<file path="src/rtl/msa_pkg.sv">
package msa_pkg;
    localparam int TIME_W  = 16;
    localparam int SYNC_W  = 15;
    localparam int FREQ_W  = 48;
    localparam int MISC_W  = 8;
    localparam int LANES   = 4;
    localparam int LANE_W  = 8;
    localparam int SYM_W   = LANES * LANE_W;
    localparam int NUM_SYM = 9;
    localparam int IDX_W   = $clog2(NUM_SYM);

    typedef struct packed {
        logic [TIME_W-1:0] h_total;
        logic [TIME_W-1:0] h_start;
        logic [TIME_W-1:0] h_width;
        logic [TIME_W-1:0] v_total;
        logic [TIME_W-1:0] v_start;
        logic [TIME_W-1:0] v_height;
        logic [SYNC_W-1:0] hs_w;
        logic [SYNC_W-1:0] vs_w;
        logic              hs_pos;
        logic              vs_pos;
        logic [FREQ_W-1:0] freq;
        logic [MISC_W-1:0] misc0;
        logic [MISC_W-1:0] misc1;
    } msa_attr_t;

    typedef enum logic [0:0] {
        ST_IDLE = 1'b0,
        ST_SEND = 1'b1
    } msa_state_e;
endpackage

</file>
<file path="src/rtl/msa_attr_bank.sv">
module msa_attr_bank
    import msa_pkg::*;
(
    input  logic      clk,
    input  logic      rst_n,
    input  logic      wr_en,
    input  logic      dbuf_en,
    input  msa_attr_t wr_attr,
    input  logic      commit,
    output msa_attr_t active
);
    msa_attr_t shadow_q;
    msa_attr_t active_q;
    logic      pending_q;

    always_ff @(posedge clk) begin
        if (!rst_n) begin
            shadow_q  <= '0;
            active_q  <= '0;
            pending_q <= 1'b0;
        end else begin
            if (commit && pending_q) begin
                active_q  <= shadow_q;
                pending_q <= 1'b0;
            end
            if (wr_en && !dbuf_en) begin
                active_q <= wr_attr;
            end
            if (wr_en && dbuf_en) begin
                shadow_q  <= wr_attr;
                pending_q <= 1'b1;
            end
        end
    end

    assign active = active_q;
endmodule

</file>
<file path="src/rtl/msa_burst_fsm.sv">
module msa_burst_fsm
    import msa_pkg::*;
(
    input  logic             clk,
    input  logic             rst_n,
    input  logic             start,
    input  logic             ready,
    output logic             valid,
    output logic             last,
    output logic             busy,
    output logic [IDX_W-1:0] beat
);
    localparam logic [IDX_W-1:0] LAST_BEAT = IDX_W'(NUM_SYM - 1);

    msa_state_e       state_q, state_d;
    logic [IDX_W-1:0] beat_q, beat_d;
    logic             queued_q, queued_d;

    // state register
    always_ff @(posedge clk) begin
        if (!rst_n) begin
            state_q  <= ST_IDLE;
            beat_q   <= '0;
            queued_q <= 1'b0;
        end else begin
            state_q  <= state_d;
            beat_q   <= beat_d;
            queued_q <= queued_d;
        end
    end

    // transitions
    always_comb begin
        state_d  = state_q;
        beat_d   = beat_q;
        queued_d = queued_q;
        unique case (state_q)
            ST_IDLE: begin
                queued_d = 1'b0;
                if (start) begin
                    state_d = ST_SEND;          // IDLE_TO_SEND
                    beat_d  = '0;
                end
            end
            ST_SEND: begin
                queued_d = queued_q | start;
                if (ready) begin
                    if (beat_q == LAST_BEAT) begin
                        beat_d = '0;
                        if (queued_d) begin
                            queued_d = 1'b0;    // SEND_RESTART
                        end else begin
                            state_d = ST_IDLE;  // SEND_TO_IDLE
                        end
                    end else begin
                        beat_d = beat_q + 1'b1; // SEND_ADVANCE
                    end
                end
            end
            default: state_d = ST_IDLE;
        endcase
    end

    // outputs
    always_comb begin
        valid = (state_q == ST_SEND);
        busy  = valid;
        last  = valid && (beat_q == LAST_BEAT);
        beat  = beat_q;
    end
endmodule

</file>
<file path="src/rtl/msa_symbol_mux.sv">
module msa_symbol_mux
    import msa_pkg::*;
(
    input  msa_attr_t        attr,
    input  logic [IDX_W-1:0] idx,
    output logic [SYM_W-1:0] sym
);
    logic [LANE_W-1:0] lane [LANES];

    always_comb begin
        for (int i = 0; i < LANES; i++) lane[i] = '0;
        unique case (idx)
            4'd0: lane[3] = attr.freq[47:40];
            4'd1: lane[3] = attr.freq[39:32];
            4'd2: lane[3] = attr.freq[31:24];
            4'd3: begin
                lane[0] = attr.h_total[15:8];
                lane[1] = attr.h_start[15:8];
                lane[2] = attr.h_width[15:8];
                lane[3] = attr.freq[23:16];
            end
            4'd4: begin
                lane[0] = attr.h_total[7:0];
                lane[1] = attr.h_start[7:0];
                lane[2] = attr.h_width[7:0];
                lane[3] = attr.freq[15:8];
            end
            4'd5: begin
                lane[0] = attr.v_total[15:8];
                lane[1] = attr.v_start[15:8];
                lane[2] = attr.v_height[15:8];
                lane[3] = attr.freq[7:0];
            end
            4'd6: begin
                lane[0] = attr.v_total[7:0];
                lane[1] = attr.v_start[7:0];
                lane[2] = attr.v_height[7:0];
                lane[3] = attr.misc0;
            end
            4'd7: begin
                lane[0] = {attr.hs_pos, attr.hs_w[14:8]};
                lane[1] = {attr.vs_pos, attr.vs_w[14:8]};
                lane[3] = attr.misc1;
            end
            4'd8: begin
                lane[0] = attr.hs_w[7:0];
                lane[1] = attr.vs_w[7:0];
            end
            default: ;
        endcase
    end

    for (genvar g = 0; g < LANES; g++) begin : g_pack
        assign sym[g*LANE_W +: LANE_W] = lane[g];
    end
endmodule

</file>
<file path="src/rtl/msa_symbol_serializer.sv">
module msa_symbol_serializer
    import msa_pkg::*;
(
    input  logic              clk,
    input  logic              rst_n,
    input  logic              attr_we,
    input  logic              dbuf_en,
    input  logic [TIME_W-1:0] h_total,
    input  logic [TIME_W-1:0] h_start,
    input  logic [TIME_W-1:0] h_width,
    input  logic [TIME_W-1:0] v_total,
    input  logic [TIME_W-1:0] v_start,
    input  logic [TIME_W-1:0] v_height,
    input  logic [SYNC_W-1:0] hsync_width,
    input  logic [SYNC_W-1:0] vsync_width,
    input  logic              hsync_pos,
    input  logic              vsync_pos,
    input  logic [FREQ_W-1:0] pix_freq,
    input  logic [MISC_W-1:0] misc0,
    input  logic [MISC_W-1:0] misc1,
    input  logic              frame_start,
    input  logic              burst_start,
    input  logic              sym_ready,
    output logic              sym_valid,
    output logic [SYM_W-1:0]  sym_data,
    output logic              sym_last
);
    msa_attr_t        wr_attr;
    msa_attr_t        active;
    logic             busy;
    logic [IDX_W-1:0] beat;

    always_comb begin
        wr_attr.h_total  = h_total;
        wr_attr.h_start  = h_start;
        wr_attr.h_width  = h_width;
        wr_attr.v_total  = v_total;
        wr_attr.v_start  = v_start;
        wr_attr.v_height = v_height;
        wr_attr.hs_w     = hsync_width;
        wr_attr.vs_w     = vsync_width;
        wr_attr.hs_pos   = hsync_pos;
        wr_attr.vs_pos   = vsync_pos;
        wr_attr.freq     = pix_freq;
        wr_attr.misc0    = misc0;
        wr_attr.misc1    = misc1;
    end

    msa_attr_bank bank_i (
        .clk     (clk),
        .rst_n   (rst_n),
        .wr_en   (attr_we),
        .dbuf_en (dbuf_en),
        .wr_attr (wr_attr),
        .commit  (frame_start && !busy),
        .active  (active)
    );

    msa_burst_fsm fsm_i (
        .clk   (clk),
        .rst_n (rst_n),
        .start (burst_start),
        .ready (sym_ready),
        .valid (sym_valid),
        .last  (sym_last),
        .busy  (busy),
        .beat  (beat)
    );

    msa_symbol_mux mux_i (
        .attr (active),
        .idx  (beat),
        .sym  (sym_data)
    );
endmodule

</file>
<file path="config.mk">
export PLATFORM = sky130hd
export DESIGN_NAME = msa_symbol_serializer
export DESIGN_NICKNAME = d
export VERILOG_FILES = /design/src/rtl/msa_pkg.sv /design/src/rtl/msa_attr_bank.sv /design/src/rtl/msa_burst_fsm.sv /design/src/rtl/msa_symbol_mux.sv /design/src/rtl/msa_symbol_serializer.sv
export SDC_FILE = /design/constraint.sdc
export NUM_CORES = 1
export LEC_CHECK = 0
export ABC_AREA = 0
export CELL_PAD_IN_SITES_DETAIL_PLACEMENT = 2
export CELL_PAD_IN_SITES_GLOBAL_PLACEMENT = 2
export CORE_ASPECT_RATIO = 1.25
export CORE_MARGIN = 3
export CORE_UTILIZATION = 28
export DETAILED_ROUTE_END_ITERATION = 10
export PLACE_DENSITY_LB_ADDON = 0.1
export SYNTH_ARGS = -nofsm -noshare
export SYNTH_HDL_FRONTEND = slang
export SYNTH_SLANG_ARGS = --single-unit
</file>
<file path="constraint.sdc">
create_clock -name clk -period 1.8 [get_ports clk]
set_input_delay 0.27 -clock clk [delete_from_list [all_inputs] [get_ports clk]]
set_output_delay 0.27 -clock clk [all_outputs]
set_load 0.01 [all_outputs]
</file>
==> results of run 1 <==
==> how the worst min path moves through the flow <==
| stage | to |
|---|---|
| 2_1_floorplan | fsm_i.queued_q |
| 3_3_place_gp | bank_i.shadow_q[98] |
| 3_5_place_dp | bank_i.shadow_q[14] |
| 4_1_cts | fsm_i.queued_q |
| 5_1_grt | fsm_i.queued_q |
| 6_report | bank_i.active[46] |
==> synthesized netlist by cell type <==
library cell and count:
a211o_1 1, a211oi_1 2, a21oi_1 202, a221oi_1 21, a222oi_1 3, a22o_1 21, a22oi_1 17, a311oi_1 8
a31oi_1 200, a32oi_1 1, and2_0 1, and2_1 1, and3b_1 7, buf_1 15, buf_2 58, buf_4 4
buf_6 21, clkbuf_1 105, dfxtp_1 391, ha_1 4, inv_1 4, inv_2 1, mux2i_1 11, nand2_1 791
nand2b_1 4, nand3_1 9, nand3b_1 1, nand4bb_1 1, nor2_1 3, o21ai_0 172, o21ai_1 22, o221ai_1 3
o22ai_1 27, o32ai_1 1, o41ai_1 1, or2_2 8, or3_1 2
==> layer usage <==
layer	vias up	track usage	share of wire
met3	134	0.0412	0.039
met2	297	0.443	0.52
li1	7804	-	-
met4	2	0.109	0.051
met1	8217	0.266	0.39
met5	-	0	0.000093
==> logic make-up (layout without fill, tap and decap cells) <==
| group | Yosys count | after routing |
|---|---|---|
| simple gates | 828 | 828 |
| other cells | 0 | 4 |
| flops | 391 | 391 |
| compound gates | 702 | 702 |
| buf+inv | 208 | 447 |
| fa+ha+maj | 4 | 4 |
| mux | 11 | 11 |
==> registers in the layout, summed over array words and instances, names as in the netlist <==
register	cells
bank_i.pending_q	1
bank_i.active	192
fsm_i.beat	4
fsm_i.queued_q	1
bank_i.shadow_q	192
fsm_i.busy	1
==> worst max-delay path, delay by kind of cell (launching register included) <==
kind	cells	cell delay [ns]
flip-flops	1	0.39
AO/OA/AOI/OAI	3	0.57
buffers and inverters	3	0.40
adder cells (fa/ha/maj)	1	0.21
==> repair_timing <==
item                       CTS  global route
setup endpoints to repair   34            33
pin swaps                   23            26
setup buffers                3             4
resized for setup          198            31
gates cloned                 3             1
==> metrics by stage <==
step                std cells  total power, uW
floorplan                2144            10700
global placement         3042            12200
detailed placement       3042            12200
CTS                      3128            22100
global route             3133            22700
finish                   3137            21800
==> area by class of cell <==
cell class | instances | area [sq um]
Fill cell | 6413 | 35200
Sequential cell | 391 | 7840
Clock inverter | 14 | 220
Clock buffer | 66 | 1310
Timing Repair Buffer | 362 | 3970
Tap cell | 750 | 938
Inverter | 5 | 28.8
Multi-Input combinational cell | 1545 | 7840
Antenna cell | 4 | 10.0
==> layout by cell type, fill, tap and decap left out, types with 22 or more instances in the layout <==
master / Yosys / final
a31oi_1: 200 / 200
buf_2: 58 / 24
buf_4: 4 / 67
clkbuf_16: 0 / 46
o21ai_0: 172 / 172
clkdlybuf4s50_1: 0 / 197
a21oi_1: 202 / 202
o21ai_1: 22 / 22
buf_12: 0 / 54
nand2_1: 791 / 790
dfxtp_1: 391 / 388
==> power groups by stage <==
stage	sequential [uW]	clock (uW)	combinational, uW
finish	9650	9720	2450
global route	9690	10300	2710
CTS	9670	9980	2460
detailed placement	9840	0	2390
global placement	9830	0	2330
floorplan	9520	0	1160
==> impl_metrics.csv, run 1 <==
group,metric,value,unit
critical_path,required,1.53,ns
sta,worst_pin_slew,0.670,ns
synth,synthTopCellsByArea,"dfxtp_1 48%, nand2_1 18%, a31oi_1 7.7%",
route,drc_errors,0,
sta,hold_viol,0,
sta,fin_crit,2.41,ns
layout,nets,2553,
critical_path,worst_path_largest_cell_delay,0.39,ns
global_route,grt_pass1_wl,112000,um
route,drt_wl_total,75100,um
route,via_per_inst,5.25,
critical_path,crit_slowest_cell,"dfxtp_4",
power,switching_share,0.260,
floorplan,rows,98,
synth,synthSimpleGateAreaFrac,0.197,
critical_path,startpoint_type,"flop",
route,first_pass_iters,5,
floorplan,die_h,276,um
power,combPwrFrac,0.112,
critical_path,critPathLaunch,"fsm_i.beat[1]",
sta,rsz0062_at_grt,"yes",
clock_network,clockRootBuffer,"clkbuf_16",
critical_path,cp.arrival,2.14,ns
critical_path,critPathKind,"flop to output port",
synth,syn_nets,2347,
layout,syn_to_final_growth,35.9,%
layout,final_core_util,0.386,
global_route,overflow,0,
synth,ys_types,37,
critical_path,r2r-end,"fsm_i.beat[2]",
power,power.density,986,nW/um^2
route,antenna_left,0,
run_status,status,"finished, violations left",
placed_design,placed_area,20200,sq um
clock_network,tritoncts,"yes",
synth,synthMuxAreaShare,0.00676,
hold_path,worstHoldStart,"rst_n",
critical_path,r2r_slack,0.18,ns
clock_network,max-clock-path-buffers,3,
floorplan,dieArea,61100,sq um
power,clockPowerShare,0.445,
power,power_leakage,0.00779,uW
clock_network,cts_inserted_buffers,45,
placed_design,numPortBuffers,232,
sta,slew_violations,0,
synth,syn_area,16300,sq um
placed_design,dp_hpwl,52600,um
critical_path,crit_path_cell_trace,"inv_4 > ha_4 > clkbuf_16 > a22o_1 > a221oi_2 > o22ai_2 > buf_2",
hold_path,hold_class,"input port to flop",
synth,synth_fa_ha_area_frac,0.00307,
clock_network,clk_pin_slew,0.06,ns
synth,synthCells,2144,
sta,whs,0.131,ns
route,num_vias,16454,
sta,fin_ws,-0.611,ns
global_route,grt_max_degree,107,
synth,synth_compound_area_frac,0.250,
critical_path,rr_startpoint,"fsm_i.beat[1]",
synth,synth.top_cell.area_share,0.480,
critical_path,rr_worst_depth,5,
critical_path,end_kind,"output port",
synth,synth_warnings,0,
sta,fmax,0.415,GHz
global_route,grt_pass1_vias,17886,
hold_path,hold_depth,3,
sta,tns,-17.87,ns
power,power_frac_seq,0.442,
sta,skew,0.0222,ns
power,p_int,16100,uW
critical_path,cp_max_fo,8,
global_route,antenna_found_initial,6,
floorplan,start_util,0.284,
route,wire_per_inst,23.9,um
layout,finalInstanceArea,22100,sq um
synth,yosys.area.top_type,"dfxtp_1",
synth,synth_area_per_cell,7.60,sq um
floorplan,ios,233,
power,ir_worst_vdd,0.000563,V
run_status,violations,"negative setup slack",
critical_path,cp-endpoint,"sym_data[26]",
sta,max_slew_margin,0.553,
clock_network,clock_latency,0.58,ns
clock_network,cts_sinks,391,
synth,ys_ff_latch,391,
sta,setup_viol,33,
clock_network,htreeDepth,2,
placed_design,place.gp.congestion,0.850,
global_route,grt_use_total,0.238,
sta,period_share,1.34,
layout,drive_above_1_share,0.131,
run,maxCapViolations,0,
synth,synth_top_family_by_area,"compound AO/OA/AOI/OAI gates",
placed_design,dp_slack,-0.541,ns
synth,synthXorXnorAreaFrac,0,
synth,synth-seq-area-share,0.480,
floorplan,core_area,57400,sq um
route,drtIter0Drc,720,
floorplan,die_x,222,um
power,p_sw,5680,uW
clock_network,ctsHoldBuffers,0,
Power figures use the tool's default switching activity.
==> inputs of run 2 (changes only) <==
--- a/config.mk
+++ b/config.mk
@@ -13,6 +13,8 @@
 export CORE_UTILIZATION = 28
 export DETAILED_ROUTE_END_ITERATION = 10
 export PLACE_DENSITY_LB_ADDON = 0.1
+export REMOVE_ABC_BUFFERS = 1
+export SLEW_MARGIN = 0
 export SYNTH_ARGS = -nofsm -noshare
 export SYNTH_HDL_FRONTEND = slang
 export SYNTH_SLANG_ARGS = --single-unit
==> run 2 against run 1 <==
The flow still finishes with violations (negative setup slack). Clock power is 4.7% lower. First-iteration DRC count fell by 5.3%. Routed wire length fell by 6.9%. Core utilization is 0.79 points higher. Die area did not move. Clock skew shrank 0.0075 ns. Register-to-register slack lost 0.10 ns. Largest cell class unchanged. Highest routed layer unchanged.
==> impl_metrics.csv, run 2 (synthesized netlist as in run 1, its figures left out) <==
group,metric,value,unit
run_status,status,"finished, violations left",
run_status,violations,"negative setup slack",
clock_network,ctsHoldBuffers,0,
route,first_pass_iters,5,
route,antenna_left,0,
route,wire_per_inst,22.1,um
sta,fin_ws,-0.791,ns
global_route,grt_pass1_vias,18242,
layout,drive_above_1_share,0.150,
floorplan,dieArea,61100,sq um
layout,n_antenna_cell,0,
clock_network,cts_sinks,391,
critical_path,rr_worst_depth,7,
route,drtIter0Drc,682,
floorplan,ios,233,
critical_path,cp-endpoint,"sym_data[3]",
critical_path,critPathKind,"flop to output port",
layout,instances_no_fill,3167,
sta,slew_violations,0,
floorplan,die_x,222,um
placed_design,numPortBuffers,232,
layout,nets,2587,
power,p_sw,5580,uW
clock_network,clockRootBuffer,"clkbuf_16",
layout,mostFrequentLayoutCells,"786 x nand2_1, 386 x dfxtp_1, 201 x a21oi_1, 200 x a31oi_1, 197 x clkdlybuf4s50_1",
sta,period_share,1.44,
sta,hold_viol,0,
sta,setup_viol,33,
global_route,grt_use_total,0.220,
route,num_vias,16615,
critical_path,startpoint_type,"flop",
critical_path,cp.arrival,2.32,ns
power,power.density,943,nW/um^2
power,total_power,21300,uW
global_route,grt_pass1_wl,107000,um
power,power_frac_seq,0.445,
sta,rsz0062_at_grt,"yes",
hold_path,hold_class,"input port to flop",
clock_network,clk_pin_slew,0.06,ns
floorplan,rows,98,
power,clockPowerShare,0.434,
clock_network,tritoncts,"yes",
power,power_leakage,0.00801,uW
global_route,antenna_found_initial,3,
critical_path,critPathLaunch,"fsm_i.beat[1]",
power,p_int,15700,uW
critical_path,r2r-end,"fsm_i.beat[3]",
placed_design,place.gp.congestion,0.730,
global_route,overflow,0,
power,combPwrFrac,0.121,
power,ir_worst_vdd,0.000690,V
placed_design,place_inst,3049,
critical_path,rr_startpoint,"fsm_i.beat[1]",
placed_design,dp_hpwl,45000,um
power,switching_share,0.262,
clock_network,cts_inserted_buffers,45,
route,via_per_inst,5.25,
critical_path,end_kind,"output port",
sta,fmax,0.386,GHz
floorplan,start_util,0.284,
sta,worst_pin_slew,0.473,ns
sta,fin_crit,2.59,ns
clock_network,clock_latency,0.58,ns
layout,final_common_cell,"nand2_1",
critical_path,r2r_slack,0.08,ns
sta,max_slew_margin,0.685,
route,drc_errors,0,
sta,skew,0.0147,ns
critical_path,required,1.53,ns
floorplan,die_h,276,um
global_route,grt_max_degree,81,
layout,syn_to_final_growth,38.7,%
route,drt_wl_total,69900,um
clock_network,max-clock-path-buffers,3,
run,maxCapViolations,0,
floorplan,core_area,57400,sq um
clock_network,htreeDepth,2,
critical_path,cp_max_fo,6,
[run 2: cell count changes in the layout (fill, tap and decap cells not counted), sizes merged]
cell	change
inv	+1
diode	-4
clkinv	-2
clkbuf	+6
buf	+35
bufinv	-6
[run 2: worst min path at each step]
stage	slack (ns)	depth (start not counted)	startpoint	endpoint
after floorplan	0.36	1	sym_ready	fsm_i.queued_q
after global placement	0.44	2	bank_i.shadow_q[64]	bank_i.shadow_q[64]
after detailed placement	0.45	2	bank_i.shadow_q[25]	bank_i.shadow_q[25]
after CTS	0.05	3	rst_n	bank_i.active[65]
after global routing	0.08	3	rst_n	bank_i.active[73]
final	0.08	3	rst_n	bank_i.active[65]
[run 2: repair_timing]
item,in CTS,in global routing
buffers inserted,23,19
setup endpoints to repair,35,34
gates resized for setup,250,39
pin swaps,48,38
cloned,5,0
[run 2: through the flow]
stage	cell area, sq um	hold slack (ns)	setup WS, ns	utilization	TNS [ns]
floorplan	15300	0.363	-5.04	-	-1649.78
global placement	20200	0.442	-0.501	0.352	-14.09
detailed placement	20200	0.450	-0.569	0.352	-16.79
CTS	22300	0.0538	-0.800	0.389	-22.47
global route	22600	0.0788	-0.864	0.394	-24.41
finish	22600	0.0796	-0.791	0.394	-21.64
[run 2: area by class of cell]
cell class	count	area [sq um]
clock buffer	73	1420
clock inverter	7	38.8
fill	6444	34800
inverter	5	31.3
multi-input combinational	1545	7960
sequential	391	7840
tap	750	938
timing repair buffer	396	4370
[run 2: layer usage]
| metal | track usage | part of all wire | vias up |
|---|---|---|---|
| met4 | 0.0483 | 0.021 | 6 |
| li1 | - | - | 7861 |
| met3 | 0.0305 | 0.029 | 82 |
| met5 | 0 | 0.00060 | - |
| met2 | 0.405 | 0.51 | 231 |
| met1 | 0.275 | 0.44 | 8435 |
[run 2: power by group through the flow]
stage | Clock [uW] | Combinational (uW) | Sequential, uW
after detailed placement | 0 | 2400 | 9640
after global routing | 9920 | 2830 | 9540
after CTS | 9550 | 2570 | 9470
final | 9260 | 2570 | 9480
after global placement | 0 | 2330 | 9630
after floorplan | 0 | 1090 | 9530
[run 2: worst max-delay path, stage by stage, from the launching register on]
cell      delay [ns]
dfxtp_4         0.37
buf_4           0.14
ha_4            0.18
buf_12          0.13
buf_12          0.14
a22o_4          0.23
a221oi_4        0.23
o22ai_1         0.14
buf_4           0.17
==> inputs of run 3 (changes only) <==
--- a/config.mk
+++ b/config.mk
@@ -6,6 +6,7 @@
 export NUM_CORES = 1
 export LEC_CHECK = 0
 export ABC_AREA = 0
+export CAP_MARGIN = 20
 export CELL_PAD_IN_SITES_DETAIL_PLACEMENT = 2
 export CELL_PAD_IN_SITES_GLOBAL_PLACEMENT = 2
 export CORE_ASPECT_RATIO = 1.25
==> results of run 3 <==
Final layout, timing and power as in run 2 (identical DEF).
